## config.mk

```make
export PLATFORM = sky130hd
export DESIGN_NAME = rtc_core
export DESIGN_NICKNAME = d
export VERILOG_FILES = /design/src/rtl/rtc_pkg.sv /design/src/rtl/rtc_prescaler.sv /design/src/rtl/rtc_calendar.sv /design/src/rtl/rtc_core.sv
export SDC_FILE = /design/constraint.sdc
export NUM_CORES = 1
export LEC_CHECK = 0
export BUFFER_PORTS_ARGS = -buffer_cell sky130_fd_sc_hd__buf_4
export CAP_MARGIN = 20
export CORE_MARGIN = 3
export CORE_UTILIZATION = 50
export CTS_CLUSTER_DIAMETER = 50
export DETAILED_ROUTE_END_ITERATION = 8
export PLACE_DENSITY_LB_ADDON = 0.25
export SYNTH_ARGS = -nofsm -noshare
export SYNTH_HDL_FRONTEND = slang
export SYNTH_SLANG_ARGS = --single-unit
```

## constraint.sdc

```tcl
create_clock -name clk -period 3.9 [get_ports clk]
set_clock_uncertainty 0.05 [all_clocks]
set_input_delay 0.39 -clock clk [delete_from_list [all_inputs] [get_ports clk]]
set_output_delay 0.39 -clock clk [all_outputs]
set_load 0.01 [all_outputs]
```

## src/rtl/rtc_pkg.sv

```systemverilog
package rtc_pkg;

    // register indices the bus decodes
    localparam logic [3:0] IDX_SUB   = 4'd0;
    localparam logic [3:0] IDX_SEC   = 4'd1;
    localparam logic [3:0] IDX_MIN   = 4'd2;
    localparam logic [3:0] IDX_HOUR  = 4'd3;
    localparam logic [3:0] IDX_WDAY  = 4'd4;
    localparam logic [3:0] IDX_MDAY  = 4'd5;
    localparam logic [3:0] IDX_MON   = 4'd6;
    localparam logic [3:0] IDX_YEAR  = 4'd7;
    localparam logic [3:0] IDX_CTL1  = 4'd14;
    localparam logic [3:0] IDX_CTL2  = 4'd15;

    // control bit positions
    localparam int B_CF    = 7;
    localparam int B_CIE   = 4;
    localparam int B_START = 0;
    localparam int B_PRST  = 1;
    localparam int B_ADJ   = 2;
    localparam int B_EN    = 3;

    typedef struct packed {
        logic [15:0] year;
        logic [7:0]  mon;
        logic [7:0]  mday;
        logic [7:0]  wday;
        logic [7:0]  hour;
        logic [7:0]  min;
        logic [7:0]  sec;
    } cal_t;

    localparam cal_t CAL_RESET = '{year: 16'h0000, mon: 8'h01, mday: 8'h01,
                                   wday: 8'h00, hour: 8'h00, min: 8'h00, sec: 8'h00};

    // next packed-BCD value in the range lo..hi, wrapping at or above hi
    function automatic logic [7:0] bcd_step(input logic [7:0] v,
                                            input logic [7:0] lo,
                                            input logic [7:0] hi);
        if (v >= hi)          return lo;
        if (v[3:0] >= 4'd9)   return {v[7:4] + 4'd1, 4'd0};
        return v + 8'd1;
    endfunction

    // two BCD digits divisible by four
    function automatic logic leap_yr(input logic [7:0] yl);
        if (yl[4]) return (yl[3:0] == 4'd2) || (yl[3:0] == 4'd6);
        return (yl[3:0] == 4'd0) || (yl[3:0] == 4'd4) || (yl[3:0] == 4'd8);
    endfunction

    function automatic logic [7:0] month_len(input logic [7:0] mon,
                                             input logic [7:0] yl);
        case (mon)
            8'h02:                      return leap_yr(yl) ? 8'h29 : 8'h28;
            8'h04, 8'h06, 8'h09, 8'h11: return 8'h30;
            default:                    return 8'h31;
        endcase
    endfunction

endpackage

```

## src/rtl/rtc_prescaler.sv

```systemverilog
module rtc_prescaler #(
    parameter int SUB_W = 7
) (
    input  logic             clk,
    input  logic             rst,
    input  logic             tick_i,
    input  logic             run_i,
    input  logic             prst_i,
    output logic [SUB_W-1:0] sub_o,
    output logic             sec_pulse_o
);
    localparam logic [SUB_W-1:0] SUB_LAST = {SUB_W{1'b1}};

    logic [SUB_W-1:0] sub_q;

    always_ff @(posedge clk) begin
        if (rst || prst_i)          sub_q <= '0;
        else if (tick_i && run_i)   sub_q <= sub_q + 1'b1;
    end

    assign sub_o       = sub_q;
    assign sec_pulse_o = tick_i && run_i && !prst_i && (sub_q == SUB_LAST);

    p_prst_holds_r2: assert property (@(posedge clk) disable iff (rst)
        prst_i |=> (sub_q == '0));

    p_stopped_stable_r2: assert property (@(posedge clk) disable iff (rst)
        (!run_i && !prst_i) |=> $stable(sub_q));

endmodule

```

## src/rtl/rtc_calendar.sv

```systemverilog
module rtc_calendar
    import rtc_pkg::*;
#(
    parameter bit WIDE_YEAR = 1'b1
) (
    input  logic        clk,
    input  logic        rst,
    input  logic        step_i,
    input  logic        adj_i,
    input  logic        ld_en_i,
    input  logic [2:0]  ld_idx_i,
    input  logic [15:0] ld_data_i,
    output cal_t        cal_o
);
    cal_t cur, nx;
    logic c_min, c_hr, c_day, c_mon, c_yr;
    logic [7:0] mlen;

    always_comb begin
        nx    = cur;
        c_min = 1'b0;
        c_hr  = 1'b0;
        c_day = 1'b0;
        c_mon = 1'b0;
        c_yr  = 1'b0;
        mlen  = month_len(cur.mon, cur.year[7:0]);

        if (adj_i) begin
            nx.sec = 8'h00;
            c_min  = (cur.sec >= 8'h30);
        end else if (step_i) begin
            nx.sec = bcd_step(cur.sec, 8'h00, 8'h59);
            c_min  = (cur.sec >= 8'h59);
        end
        if (c_min) begin
            nx.min = bcd_step(cur.min, 8'h00, 8'h59);
            c_hr   = (cur.min >= 8'h59);
        end
        if (c_hr) begin
            nx.hour = bcd_step(cur.hour, 8'h00, 8'h23);
            c_day   = (cur.hour >= 8'h23);
        end
        if (c_day) begin
            nx.wday = bcd_step(cur.wday, 8'h00, 8'h06);
            nx.mday = bcd_step(cur.mday, 8'h01, mlen);
            c_mon   = (cur.mday >= mlen);
        end
        if (c_mon) begin
            nx.mon = bcd_step(cur.mon, 8'h01, 8'h12);
            c_yr   = (cur.mon >= 8'h12);
        end
        if (c_yr) begin
            nx.year[7:0] = bcd_step(cur.year[7:0], 8'h00, 8'h99);
            if (WIDE_YEAR && (cur.year[7:0] >= 8'h99))
                nx.year[15:8] = bcd_step(cur.year[15:8], 8'h00, 8'h99);
        end

        if (ld_en_i) begin
            case (ld_idx_i)
                3'd1: nx.sec  = ld_data_i[7:0];
                3'd2: nx.min  = ld_data_i[7:0];
                3'd3: nx.hour = ld_data_i[7:0];
                3'd4: nx.wday = ld_data_i[7:0];
                3'd5: nx.mday = ld_data_i[7:0];
                3'd6: nx.mon  = ld_data_i[7:0];
                3'd7: nx.year = WIDE_YEAR ? ld_data_i : {8'h00, ld_data_i[7:0]};
                default: ;
            endcase
        end
    end

    always_ff @(posedge clk) begin
        if (rst) cur <= CAL_RESET;
        else     cur <= nx;
    end

    assign cal_o = cur;

    p_sec_wrap_r3: assert property (@(posedge clk) disable iff (rst)
        (step_i && !adj_i && !ld_en_i && cur.sec == 8'h59) |=> (cur.sec == 8'h00));

    p_adj_clears_r8: assert property (@(posedge clk) disable iff (rst)
        (adj_i && !ld_en_i) |=> (cur.sec == 8'h00));

    p_month_range_r7: assert property (@(posedge clk) disable iff (rst)
        (c_yr && !ld_en_i) |=> (cur.mon == 8'h01));

endmodule

```

## src/rtl/rtc_core.sv

```systemverilog
module rtc_core
    import rtc_pkg::*;
#(
    parameter int SUB_W     = 7,
    parameter bit WIDE_YEAR = 1'b1
) (
    input  logic        clk,
    input  logic        rst,
    input  logic        tick_i,
    input  logic        wr_en_i,
    input  logic [3:0]  addr_i,
    input  logic [15:0] wdata_i,
    output logic [15:0] rdata_o,
    output logic        carry_irq_o
);
    localparam int PAD_W = 16 - SUB_W;

    logic start_q, prst_q, en_q, cf_q, cie_q;
    logic run, sec_pulse, adj, ld_en, wr_c1, wr_c2;
    logic [SUB_W-1:0] sub;
    cal_t cal;

    assign wr_c1 = wr_en_i && (addr_i == IDX_CTL1);
    assign wr_c2 = wr_en_i && (addr_i == IDX_CTL2);
    assign adj   = wr_c2 && wdata_i[B_ADJ];
    assign run   = start_q && en_q && !prst_q;
    assign ld_en = wr_en_i && !start_q && prst_q &&
                   (addr_i >= IDX_SEC) && (addr_i <= IDX_YEAR);

    always_ff @(posedge clk) begin
        if (rst) begin
            start_q <= 1'b0;
            prst_q  <= 1'b0;
            en_q    <= 1'b0;
            cie_q   <= 1'b0;
            cf_q    <= 1'b0;
        end else begin
            if (wr_c2) begin
                start_q <= wdata_i[B_START];
                prst_q  <= wdata_i[B_PRST];
                en_q    <= wdata_i[B_EN];
            end
            if (wr_c1) cie_q <= wdata_i[B_CIE];
            if (sec_pulse)                      cf_q <= 1'b1;
            else if (wr_c1 && !wdata_i[B_CF])   cf_q <= 1'b0;
        end
    end

    rtc_prescaler #(.SUB_W(SUB_W)) u_pre (
        .clk(clk), .rst(rst), .tick_i(tick_i), .run_i(run),
        .prst_i(prst_q), .sub_o(sub), .sec_pulse_o(sec_pulse)
    );

    rtc_calendar #(.WIDE_YEAR(WIDE_YEAR)) u_cal (
        .clk(clk), .rst(rst), .step_i(sec_pulse), .adj_i(adj),
        .ld_en_i(ld_en), .ld_idx_i(addr_i[2:0]), .ld_data_i(wdata_i),
        .cal_o(cal)
    );

    always_comb begin
        rdata_o = 16'h0000;
        case (addr_i)
            IDX_SUB:  rdata_o = {{PAD_W{1'b0}}, sub};
            IDX_SEC:  rdata_o = {8'h00, cal.sec};
            IDX_MIN:  rdata_o = {8'h00, cal.min};
            IDX_HOUR: rdata_o = {8'h00, cal.hour};
            IDX_WDAY: rdata_o = {8'h00, cal.wday};
            IDX_MDAY: rdata_o = {8'h00, cal.mday};
            IDX_MON:  rdata_o = {8'h00, cal.mon};
            IDX_YEAR: rdata_o = cal.year;
            IDX_CTL1: rdata_o = {8'h00, cf_q, 2'b00, cie_q, 4'b0000};
            IDX_CTL2: rdata_o = {12'h000, en_q, 1'b0, prst_q, start_q};
            default:  rdata_o = 16'h0000;
        endcase
    end

    assign carry_irq_o = cf_q && cie_q;

    p_cf_on_second_r9: assert property (@(posedge clk) disable iff (rst)
        sec_pulse |=> cf_q);

    p_irq_needs_enable_r10: assert property (@(posedge clk) disable iff (rst)
        !cie_q |-> !carry_irq_o);

    p_no_count_in_setup_r4: assert property (@(posedge clk) disable iff (rst)
        (prst_q && !start_q) |-> !sec_pulse);

endmodule

```

==> results of run 1 <==
where the power goes:
part | switching [W] | internal [W]
registers | 0.00000151 | 0.000777
clock network | 0.000350 | 0.000492
logic | 0.0000827 | 0.0000333
total | 0.000434 | 0.00130
metrics by stage:
stage	setup WS (ns)	total power, W	std cells	area (um2)
floorplan	0.667	0.000860	746	5880
global placement	0.510	0.000907	883	6150
detailed placement	0.280	0.000907	883	6150
CTS	0.272	0.00173	899	6430
global route	0.00109	0.00178	899	6440
finish	0.300	0.00174	899	6440
worst max-delay path: stages (launching register included):
cell      delay (ns)
dfxtp_1         0.46
inv_1           0.15
ha_1            0.27
o211ai_1        0.19
a21oi_1         0.09
o21ai_0         0.26
mux2_2          0.21
ha_1            0.21
or4b_1          0.51
nand4_1         0.19
and2_1          0.27
nor3_1          0.13
mux2_1          0.34
o22a_1          0.17
worst max path at each step:
stage                                       endpoint                  startpoint  cells past startpoint
final                     u_cal.cal_o[40]$_SDFF_PP1_  u_cal.cal_o[40]$_SDFF_PP1_                     13
after global routing      u_cal.cal_o[40]$_SDFF_PP1_  u_cal.cal_o[40]$_SDFF_PP1_                     13
after global placement    u_cal.cal_o[40]$_SDFF_PP1_  u_cal.cal_o[40]$_SDFF_PP1_                     13
after detailed placement  u_cal.cal_o[40]$_SDFF_PP1_  u_cal.cal_o[40]$_SDFF_PP1_                     13
after CTS                 u_cal.cal_o[40]$_SDFF_PP1_  u_cal.cal_o[40]$_SDFF_PP1_                     13
after floorplan           u_cal.cal_o[40]$_SDFF_PP1_  u_cal.cal_o[44]$_SDFF_PP0_                     13
cell type report:
cell class / instances / area (um2) / share of cell area
Tap cell: 140 / 175 / 0.0272
Multi-Input combinational cell: 587 / 3990 / 0.620
Timing Repair Buffer: 44 / 330 / 0.0513
Clock inverter: 5 / 52.6 / 0.00816
Sequential cell: 76 / 1520 / 0.236
Inverter: 36 / 135 / 0.0210
Clock buffer: 11 / 233 / 0.0361
layer usage:
layer	GRT usage	up-vias	share of wire	routed length, um
met3	0.0560	53	0.098	1910
met5	0	-	0	0
met1	0.406	2880	0.42	8100
met4	0.119	0	0.031	600
met2	0.478	334	0.45	8810
li1	-	2797	-	-
cell families (layout without fill, tap and decap cells):
logic type               Yosys count  after routing  share of synthesized area
AND/OR/NAND/NOR                  307            307                      0.267
AO/OA/AOI/OAI                    204            204                      0.249
buffers and inverters             83             96                     0.0632
flip-flops                        76             76                      0.259
adder cells (fa/ha/maj)           51             51                      0.109
multiplexers                      17             17                     0.0413
XOR/XNOR                           8              8                     0.0119
cell usage in the layout, fill, tap and decap left out, drive strengths merged, types with 18 or more instances in the layout:
cell type   n
inv        35
a311oi     26
nand3      36
ha         51
nor3       24
buf        44
nand2      68
a21oi      40
nor2       84
o21ai      43
and3       18
dfxtp      76
flip-flops by register name, indices dropped and copies added, names as in the netlist:
signal       cells
u_cal.cal_o     64
prst_q           1
cie_q            1
en_q             1
start_q          1
u_pre.sub_o      7
cf_q             1
==> flow_metrics.py, run 1 <==
metrics = {
    "status": {
        "status": "complete, no violations",
    },
    "floorplanning": {
        "die_area_um2": 13100,
        "die_w_um": 114,
        "initial_core_util": 0.526,
        "io-pin-count": 41,
        "core_area_um2": 11200,
        "rows": 38,
        "die_h_um": 114,
    },
    "global_routing": {
        "grt_pass1_vias": 5717,
        "antenna_found_initial": 0,
        "grt_pass1_wl_um": 31000,
        "grt_usage": 0.302,
        "grt-ovfl-total": 0,
        "grt_max_degree": 34,
    },
    "drt": {
        "drtAntennaViolNets": 0,
        "routed_wl_um": 19400,
        "avgViaCountPerCell": 6.75,
        "vias": 6064,
        "post_drt_wl_per_cell_um": 21.6,
        "dr.pass1.iters": 6,
        "drcViolationCount": 0,
        "drtIter0Drc": 708,
    },
    "timing": {
        "setup_viol": 0,
        "setup_tns_ns": 0,
        "slew_viol_final": 0,
        "period_share": 0.923,
        "rsz0062_at_grt": "no",
        "tightestPinTransition_ns": 0.768,
        "fin_crit_ns": 3.60,
        "fin_hold_ws_ns": 0.180,
        "slew_headroom": 0.487,
        "hold_violations": 0,
        "fmax_mhz": 278,
    },
    "finish": {
        "antennaDiodeCount": 0,
        "area_delta_synth_final_pct": 9.51,
        "drive_above_1_share": 0.121,
        "fin_util": 0.576,
        "num-fill-cells": 1043,
        "nets": 829,
    },
    "logic_synthesis": {
        "synth_cell_types": 83,
        "synth_flop_cell": "dfxtp_1",
        "synthArstFlopShare": 0,
        "syn-cell-area_um2": 5880,
        "synth_seq_cells": 76,
        "synth.top_cell.area_share": 0.259,
        "synth_area_per_cell_um2": 7.88,
        "synth_top_area_cell": "dfxtp_1",
        "yosysWarnings": 0,
        "synth.most_common_cell": "nor2_1",
        "syn_nets": 821,
        "yosysSeqAreaShare": 0.259,
        "synth_area_leaders": "dfxtp_1 (26%), ha_1 (11%), nor2_1 (5.4%), nand2_1 (4.3%), a311oi_1 (3.7%)",
        "synthCells": 746,
        "synth_edf_count": 0,
        "synthTopCellsByCount": "nor2_1 (84), dfxtp_1 (76), nand2_1 (67)",
    },
    "cts": {
        "hold_buffers": 0,
        "cts_setup_buffers": 0,
        "numClockSinks": 76,
        "cts_tree": "built",
        "cts_buffers": 9,
        "clk_latency_ns": 0.36,
        "htree_levels": 3,
        "cts-root-buf": "clkbuf_16",
        "clock_tree.buffer_depth": 2,
        "clk_pin_slew_worst_paths_ns": 0.06,
        "cts_resized": 0,
    },
    "critical_path": {
        "start_kind": "flip-flop",
        "worstReg2RegStart": "u_cal.cal_o[40]$_SDFF_PP1_",
        "arrival_ns": 3.81,
        "cp.required_ns": 4.11,
        "worst-setup-path-type": "flip-flop to flip-flop",
        "critPathMaxFanout": 7,
        "worst_setup_path_end_kind": "flip-flop",
        "reg2reg_to": "u_cal.cal_o[40]$_SDFF_PP1_",
        "rrSetupSlack_ns": 0.30,
        "rr_worst_depth": 13,
    },
    "hold_path": {
        "hold_path_class": "primary input to flip-flop",
        "hold_end": "u_cal.cal_o[59]$_SDFF_PP0_",
        "hold_start": "wdata_i[11]",
        "hold_depth": 3,
    },
    "place": {
        "place_congestion": 0.940,
        "hpwl_um": 14100,
        "port_buffers": 40,
    },
    "flow_run": {
        "maxCapViolations": 0,
    },
    "pwr": {
        "vdd_ir_drop_max_mv": 0.293,
        "power_density_nw_per_um2": 270,
        "leakage_nw": 2.43,
    },
}
No activity file was read; power rests on OpenSTA's default activity.
==> inputs of run 2 (changes only) <==
Settings changed: RECOVER_POWER from default to 50.
==> run 2 against run 1 <==
Compared with the run above:
- the run now ends with max-capacitance violations, max-slew violations left
- hold slack better by 0.0022 ns
- sequential power about the same
- setup slack worse by 0.028 ns
- sequential share of layout area up 0.18 points
- non-clock buffer count unchanged
- critical path depth unchanged
- total power down 0.34%
- critical path type unchanged
- largest power group unchanged
==> flow_metrics.py, run 2 (synthesis results as in run 1) <==
metrics = {
    "status": {
        "status": "complete, but fails checks",
        "violations": "max-capacitance violations, max-slew violations",
    },
    "floorplanning": {
        "die_area_um2": 13100,
        "rows": 38,
        "die_h_um": 114,
        "initial_core_util": 0.526,
        "core_area_um2": 11200,
        "io-pin-count": 41,
        "die_w_um": 114,
    },
    "finish": {
        "area_delta_synth_final_pct": 8.68,
        "nets": 829,
        "antennaDiodeCount": 0,
        "num-fill-cells": 1055,
        "drive_above_1_share": 0.103,
        "largest_reg_flops": 64,
        "final_cell_mix": "nor2_1 (84), dfxtp_1 (76), nand2_1 (67)",
        "layout.cells.most_common": "nor2_1",
        "final_area_um2": 6390,
    },
    "timing": {
        "fin_hold_ws_ns": 0.183,
        "setup_viol": 0,
        "period_share": 0.930,
        "slew_headroom": -0.105,
        "fin_crit_ns": 3.63,
        "fmax_mhz": 276,
        "slew_viol_final": 65,
        "hold_violations": 0,
        "rsz0062_at_grt": "no",
        "tightestPinTransition_ns": 1.66,
        "setup_tns_ns": 0,
    },
    "cts": {
        "cts_setup_buffers": 0,
        "cts-root-buf": "clkbuf_16",
        "cts_buffers": 9,
        "htree_levels": 3,
        "clk_pin_slew_worst_paths_ns": 0.06,
        "numClockSinks": 76,
        "cts_tree": "built",
        "clk_latency_ns": 0.36,
        "clock_tree.buffer_depth": 2,
    },
    "hold_path": {
        "hold_depth": 3,
        "hold_end": "u_cal.cal_o[59]$_SDFF_PP0_",
        "hold_path_class": "primary input to flip-flop",
        "hold_start": "wdata_i[11]",
    },
    "pwr": {
        "p_clk_frac": 0.485,
        "power_density_nw_per_um2": 271,
        "seqPwrFrac": 0.450,
        "leakage_nw": 2.37,
        "p_int_w": 0.00130,
        "combPwrFrac": 0.066,
        "vdd_ir_drop_max_mv": 0.295,
        "switchingPower_w": 0.000430,
        "power.share.switching": 0.248,
    },
    "critical_path": {
        "arrival_ns": 3.83,
        "worstReg2RegStart": "u_cal.cal_o[40]$_SDFF_PP1_",
        "cp.required_ns": 4.10,
        "critPathMaxFanout": 7,
        "worst_setup_path_end_kind": "flip-flop",
        "reg2reg_to": "u_cal.cal_o[40]$_SDFF_PP1_",
        "rr_worst_depth": 13,
        "start_kind": "flip-flop",
        "worst-setup-path-type": "flip-flop to flip-flop",
        "rrSetupSlack_ns": 0.27,
    },
    "flow_run": {
        "maxCapViolations": 2,
    },
    "drt": {
        "drtAntennaViolNets": 0,
        "post_drt_wl_per_cell_um": 21.6,
        "drcViolationCount": 0,
        "routed_wl_um": 19400,
        "dr.pass1.iters": 5,
        "avgViaCountPerCell": 6.74,
        "drtIter0Drc": 692,
        "vias": 6057,
    },
    "global_routing": {
        "grt_usage": 0.302,
        "grt_pass1_wl_um": 31000,
        "grt-ovfl-total": 0,
        "grt_pass1_vias": 5717,
        "antenna_found_initial": 0,
        "grt_max_degree": 34,
    },
    "place": {
        "hpwl_um": 14100,
        "placed_area_um2": 6150,
        "port_buffers": 40,
        "place_congestion": 0.940,
    },
}
[run 2: stage by stage]
step	util	std cells	worst slack (ns)	power (W)
2_1_floorplan	-	746	0.667	0.000860
3_3_place_gp	0.550	883	0.510	0.000907
3_5_place_dp	0.550	883	0.280	0.000907
4_1_cts	0.576	899	0.272	0.00173
5_1_grt	0.572	899	0.000589	0.00178
6_report	0.572	899	0.272	0.00173
[run 2: timing repair]
action / CTS / global route
endpoints found under the hold margin: 0 / 0
gates resized for setup: 0 / 1
setup endpoints to repair: 0 / 11
hold buffers: 0 / 0
[run 2: per-layer routing]
metal  vias up  share of wire  global-route usage
met4         0          0.031               0.119
met5         -              0                   0
met3        49           0.10              0.0560
met2       346           0.46               0.478
li1       2796              -                   -
met1      2866           0.41               0.406
[run 2: worst max-delay path by stage]
stage,start,endpoint,slack (ns),cells after the start
floorplan,u_cal.cal_o[44]$_SDFF_PP0_,u_cal.cal_o[40]$_SDFF_PP1_,0.67,13
global placement,u_cal.cal_o[40]$_SDFF_PP1_,u_cal.cal_o[40]$_SDFF_PP1_,0.51,13
detailed placement,u_cal.cal_o[40]$_SDFF_PP1_,u_cal.cal_o[40]$_SDFF_PP1_,0.28,13
CTS,u_cal.cal_o[40]$_SDFF_PP1_,u_cal.cal_o[40]$_SDFF_PP1_,0.27,13
global route,u_cal.cal_o[40]$_SDFF_PP1_,u_cal.cal_o[40]$_SDFF_PP1_,0.0006,13
finish,u_cal.cal_o[40]$_SDFF_PP1_,u_cal.cal_o[40]$_SDFF_PP1_,0.27,13
[run 2: power groups by stage]
| stage | Clock, W | Sequential (W) | Combinational (W) |
|---|---|---|---|
| after floorplan | 0 | 0.000795 | 0.0000650 |
| after global placement | 0 | 0.000796 | 0.000111 |
| after detailed placement | 0 | 0.000796 | 0.000111 |
| after CTS | 0.000842 | 0.000779 | 0.000112 |
| after global routing | 0.000880 | 0.000778 | 0.000119 |
| final | 0.000839 | 0.000779 | 0.000114 |
[run 2: final cells by class]
type	instances	area, um2	share of cell area
Tap cell	140	175	0.0274
Timing Repair Buffer	44	282	0.0440
Sequential cell	76	1520	0.238
Multi-Input combinational cell	587	3990	0.625
Clock buffer	11	233	0.0364
Inverter	36	135	0.0211
Clock inverter	5	52.6	0.00822
[run 2: worst max-delay path: stages, from the launching register on]
cell,delay [ns]
dfxtp_1,0.46
inv_1,0.15
ha_1,0.27
o211ai_1,0.18
a21oi_1,0.09
o21ai_0,0.27
mux2_2,0.21
ha_1,0.21
or4b_1,0.51
nand4_1,0.19
and2_1,0.28
nor3_1,0.14
mux2_1,0.34
o22a_1,0.17
==> inputs of run 3 (changes only) <==
Settings changed: CORE_UTILIZATION 50 to 40.
==> run 3 against run 2 <==
Compared with the run above:
- the run still ends with max-capacitance violations, max-slew violations left
- routed wire length up 1.8%
- total power up 9.2%
- final cell count up 4.3%
- non-clock buffer count down 1
- die area up 24%
- fmax up 1.5%
- hold slack better by 0.0092 ns
- global-route usage down 5.6 points
- sequential share of layout area down 0.36 points
- cell area up 1.5%
- flip-flop and latch count unchanged
- setup slack better by 0.052 ns
- highest routed layer unchanged
==> flow_metrics.py, run 3 (synthesis results as in run 1) <==
metrics = {
    "finish": {
        "area_delta_synth_final_pct": 10.4,
        "multi_input_area_um2": 3990,
        "final-seq-area_um2": 1520,
        "largest_reg_flops": 64,
        "antennaDiodeCount": 0,
        "num-fill-cells": 1428,
        "drive_above_1_share": 0.102,
        "nets": 828,
        "final_cell_mix": "nor2_1 (84), dfxtp_1 (76), nand2_1 (67)",
        "final_area_um2": 6490,
        "layout.cells.most_common": "nor2_1",
    },
    "floorplanning": {
        "die_area_um2": 16200,
        "io-pin-count": 41,
        "die_w_um": 127,
        "initial_core_util": 0.416,
        "die_h_um": 127,
        "core_area_um2": 14100,
        "rows": 43,
    },
    "status": {
        "status": "complete, but fails checks",
        "violations": "max-capacitance violations, max-slew violations",
    },
    "place": {
        "hpwl_um": 14000,
        "port_buffers": 40,
        "place_congestion": 0.916,
        "placed_area_um2": 6190,
    },
    "cts": {
        "htree_levels": 3,
        "numClockSinks": 76,
        "clk_latency_ns": 0.35,
        "clk_pin_slew_worst_paths_ns": 0.06,
        "cts_buffers": 9,
        "cts_tree": "built",
        "clock_tree.buffer_depth": 2,
        "cts-root-buf": "clkbuf_16",
        "cts_setup_buffers": 0,
    },
    "critical_path": {
        "worst-setup-path-type": "primary input to output port",
        "worstReg2RegStart": "u_cal.cal_o[40]$_SDFF_PP1_",
        "worstPathCellList": "clkbuf_1 > inv_1 > nor2_1 > a221oi_1 > nor2_1 > a21oi_1 > o32ai_1 > clkbuf_1",
        "worst_setup_path_end_kind": "output port",
        "cpLargestDelayFamily": "buffers and inverters",
        "reg2reg_to": "u_cal.cal_o[40]$_SDFF_PP1_",
        "critPathMaxStageDelay_ns": 1.01,
        "cp.required_ns": 3.46,
        "critPathMaxFanout": 27,
        "start_kind": "primary input",
        "cp_slowest_cell": "clkbuf_1",
        "rr_worst_depth": 13,
        "rrSetupSlack_ns": 0.36,
        "cp_num_buf_inv": 3,
        "arrival_ns": 3.14,
    },
    "global_routing": {
        "grtUsageMet3": 0.0585,
        "grt_pass1_vias": 5720,
        "grt-ovfl-total": 0,
        "grt_use_met2": 0.377,
        "grt_pass1_wl_um": 31400,
        "grt_usage": 0.246,
        "met1_usage": 0.338,
        "busiest_layer": "met2",
        "grt_max_degree": 37,
        "antenna_found_initial": 0,
    },
    "drt": {
        "drtAntennaViolNets": 0,
        "drcViolationCount": 0,
        "drtIter0Drc": 629,
        "post_drt_wl_per_cell_um": 21.1,
        "avgViaCountPerCell": 6.41,
        "vias": 6015,
        "dr.pass1.iters": 5,
        "routed_wl_um": 19800,
    },
    "timing": {
        "tightestPinTransition_ns": 1.83,
        "hold_violations": 0,
        "slew_headroom": -0.218,
        "setup_tns_ns": 0,
        "fmax_mhz": 280,
        "period_share": 0.917,
        "rsz0062_at_grt": "no",
        "slew_viol_final": 65,
        "setup_viol": 0,
        "fin_crit_ns": 3.58,
    },
    "flow_run": {
        "maxCapViolations": 2,
    },
    "hold_path": {
        "hold_start": "wdata_i[12]",
        "hold_path_class": "primary input to flip-flop",
        "hold_end": "u_cal.cal_o[60]$_SDFF_PP0_",
        "hold_depth": 3,
    },
    "pwr": {
        "leakage_nw": 2.39,
        "vdd_ir_drop_max_mv": 0.238,
        "power_density_nw_per_um2": 291,
    },
}
[run 3: cell count changes in the layout (fill, tap and decap cells not counted)]
cell       change
clkinv_4       +2
inv_6          +1
bufinv_16      +2
buf_4          -3
clkinv_2       -3
[run 3: tightest hold or removal path, cell delays in order]
cell and delay, ns:
buf_4 0.08, nand2_1 0.04, o21ai_0 0.05
[run 3: power by group]
group / switching [W] / internal, W
Sequential: 0.00000136 / 0.000777
Clock: 0.000369 / 0.000630
Combinational: 0.0000833 / 0.0000310
[run 3: worst max path at each step]
stage                                    start                          to  slack (ns)  cells after the start
CTS                 u_cal.cal_o[40]$_SDFF_PP1_  u_cal.cal_o[40]$_SDFF_PP1_        0.29                     13
global route        u_cal.cal_o[40]$_SDFF_PP1_  u_cal.cal_o[37]$_SDFF_PP0_        0.07                     13
global placement    u_cal.cal_o[40]$_SDFF_PP1_  u_cal.cal_o[40]$_SDFF_PP1_        0.55                     13
floorplan           u_cal.cal_o[44]$_SDFF_PP0_  u_cal.cal_o[40]$_SDFF_PP1_        0.67                     13
detailed placement  u_cal.cal_o[40]$_SDFF_PP1_  u_cal.cal_o[40]$_SDFF_PP1_        0.37                     13
finish                               addr_i[1]                  rdata_o[4]        0.32                      8
[run 3: layer usage]
layer  wire, um  share of wire
met5          0              0
met4        543          0.027
met1       8800           0.45
met2       8690           0.44
met3       1740          0.088
[run 3: timing repair]
item	4_1_cts	5_1_grt
hold buffers	0	0
endpoints found under the setup margin	0	5
resized for setup	0	1
[run 3: per-stage QoR]
| step | utilization | setup WS, ns | instances | total power, W | hold slack, ns |
|---|---|---|---|---|---|
| finish | 0.459 | 0.324 | 938 | 0.00189 | 0.192 |
| global route | 0.459 | 0.0711 | 938 | 0.00194 | 0.213 |
| CTS | 0.462 | 0.285 | 938 | 0.00190 | 0.188 |
| detailed placement | 0.438 | 0.373 | 922 | 0.000909 | 0.437 |
| global placement | 0.438 | 0.548 | 922 | 0.000909 | 0.429 |
| floorplan | - | 0.667 | 746 | 0.000860 | 0.407 |
[run 3: final cells by class]
class,count,area share
multi-input combinational,587,0.615
sequential,76,0.234
timing repair buffer,43,0.0411
clock buffer,9,0.0347
tap,180,0.0347
inverter,36,0.0208
clock inverter,7,0.0191
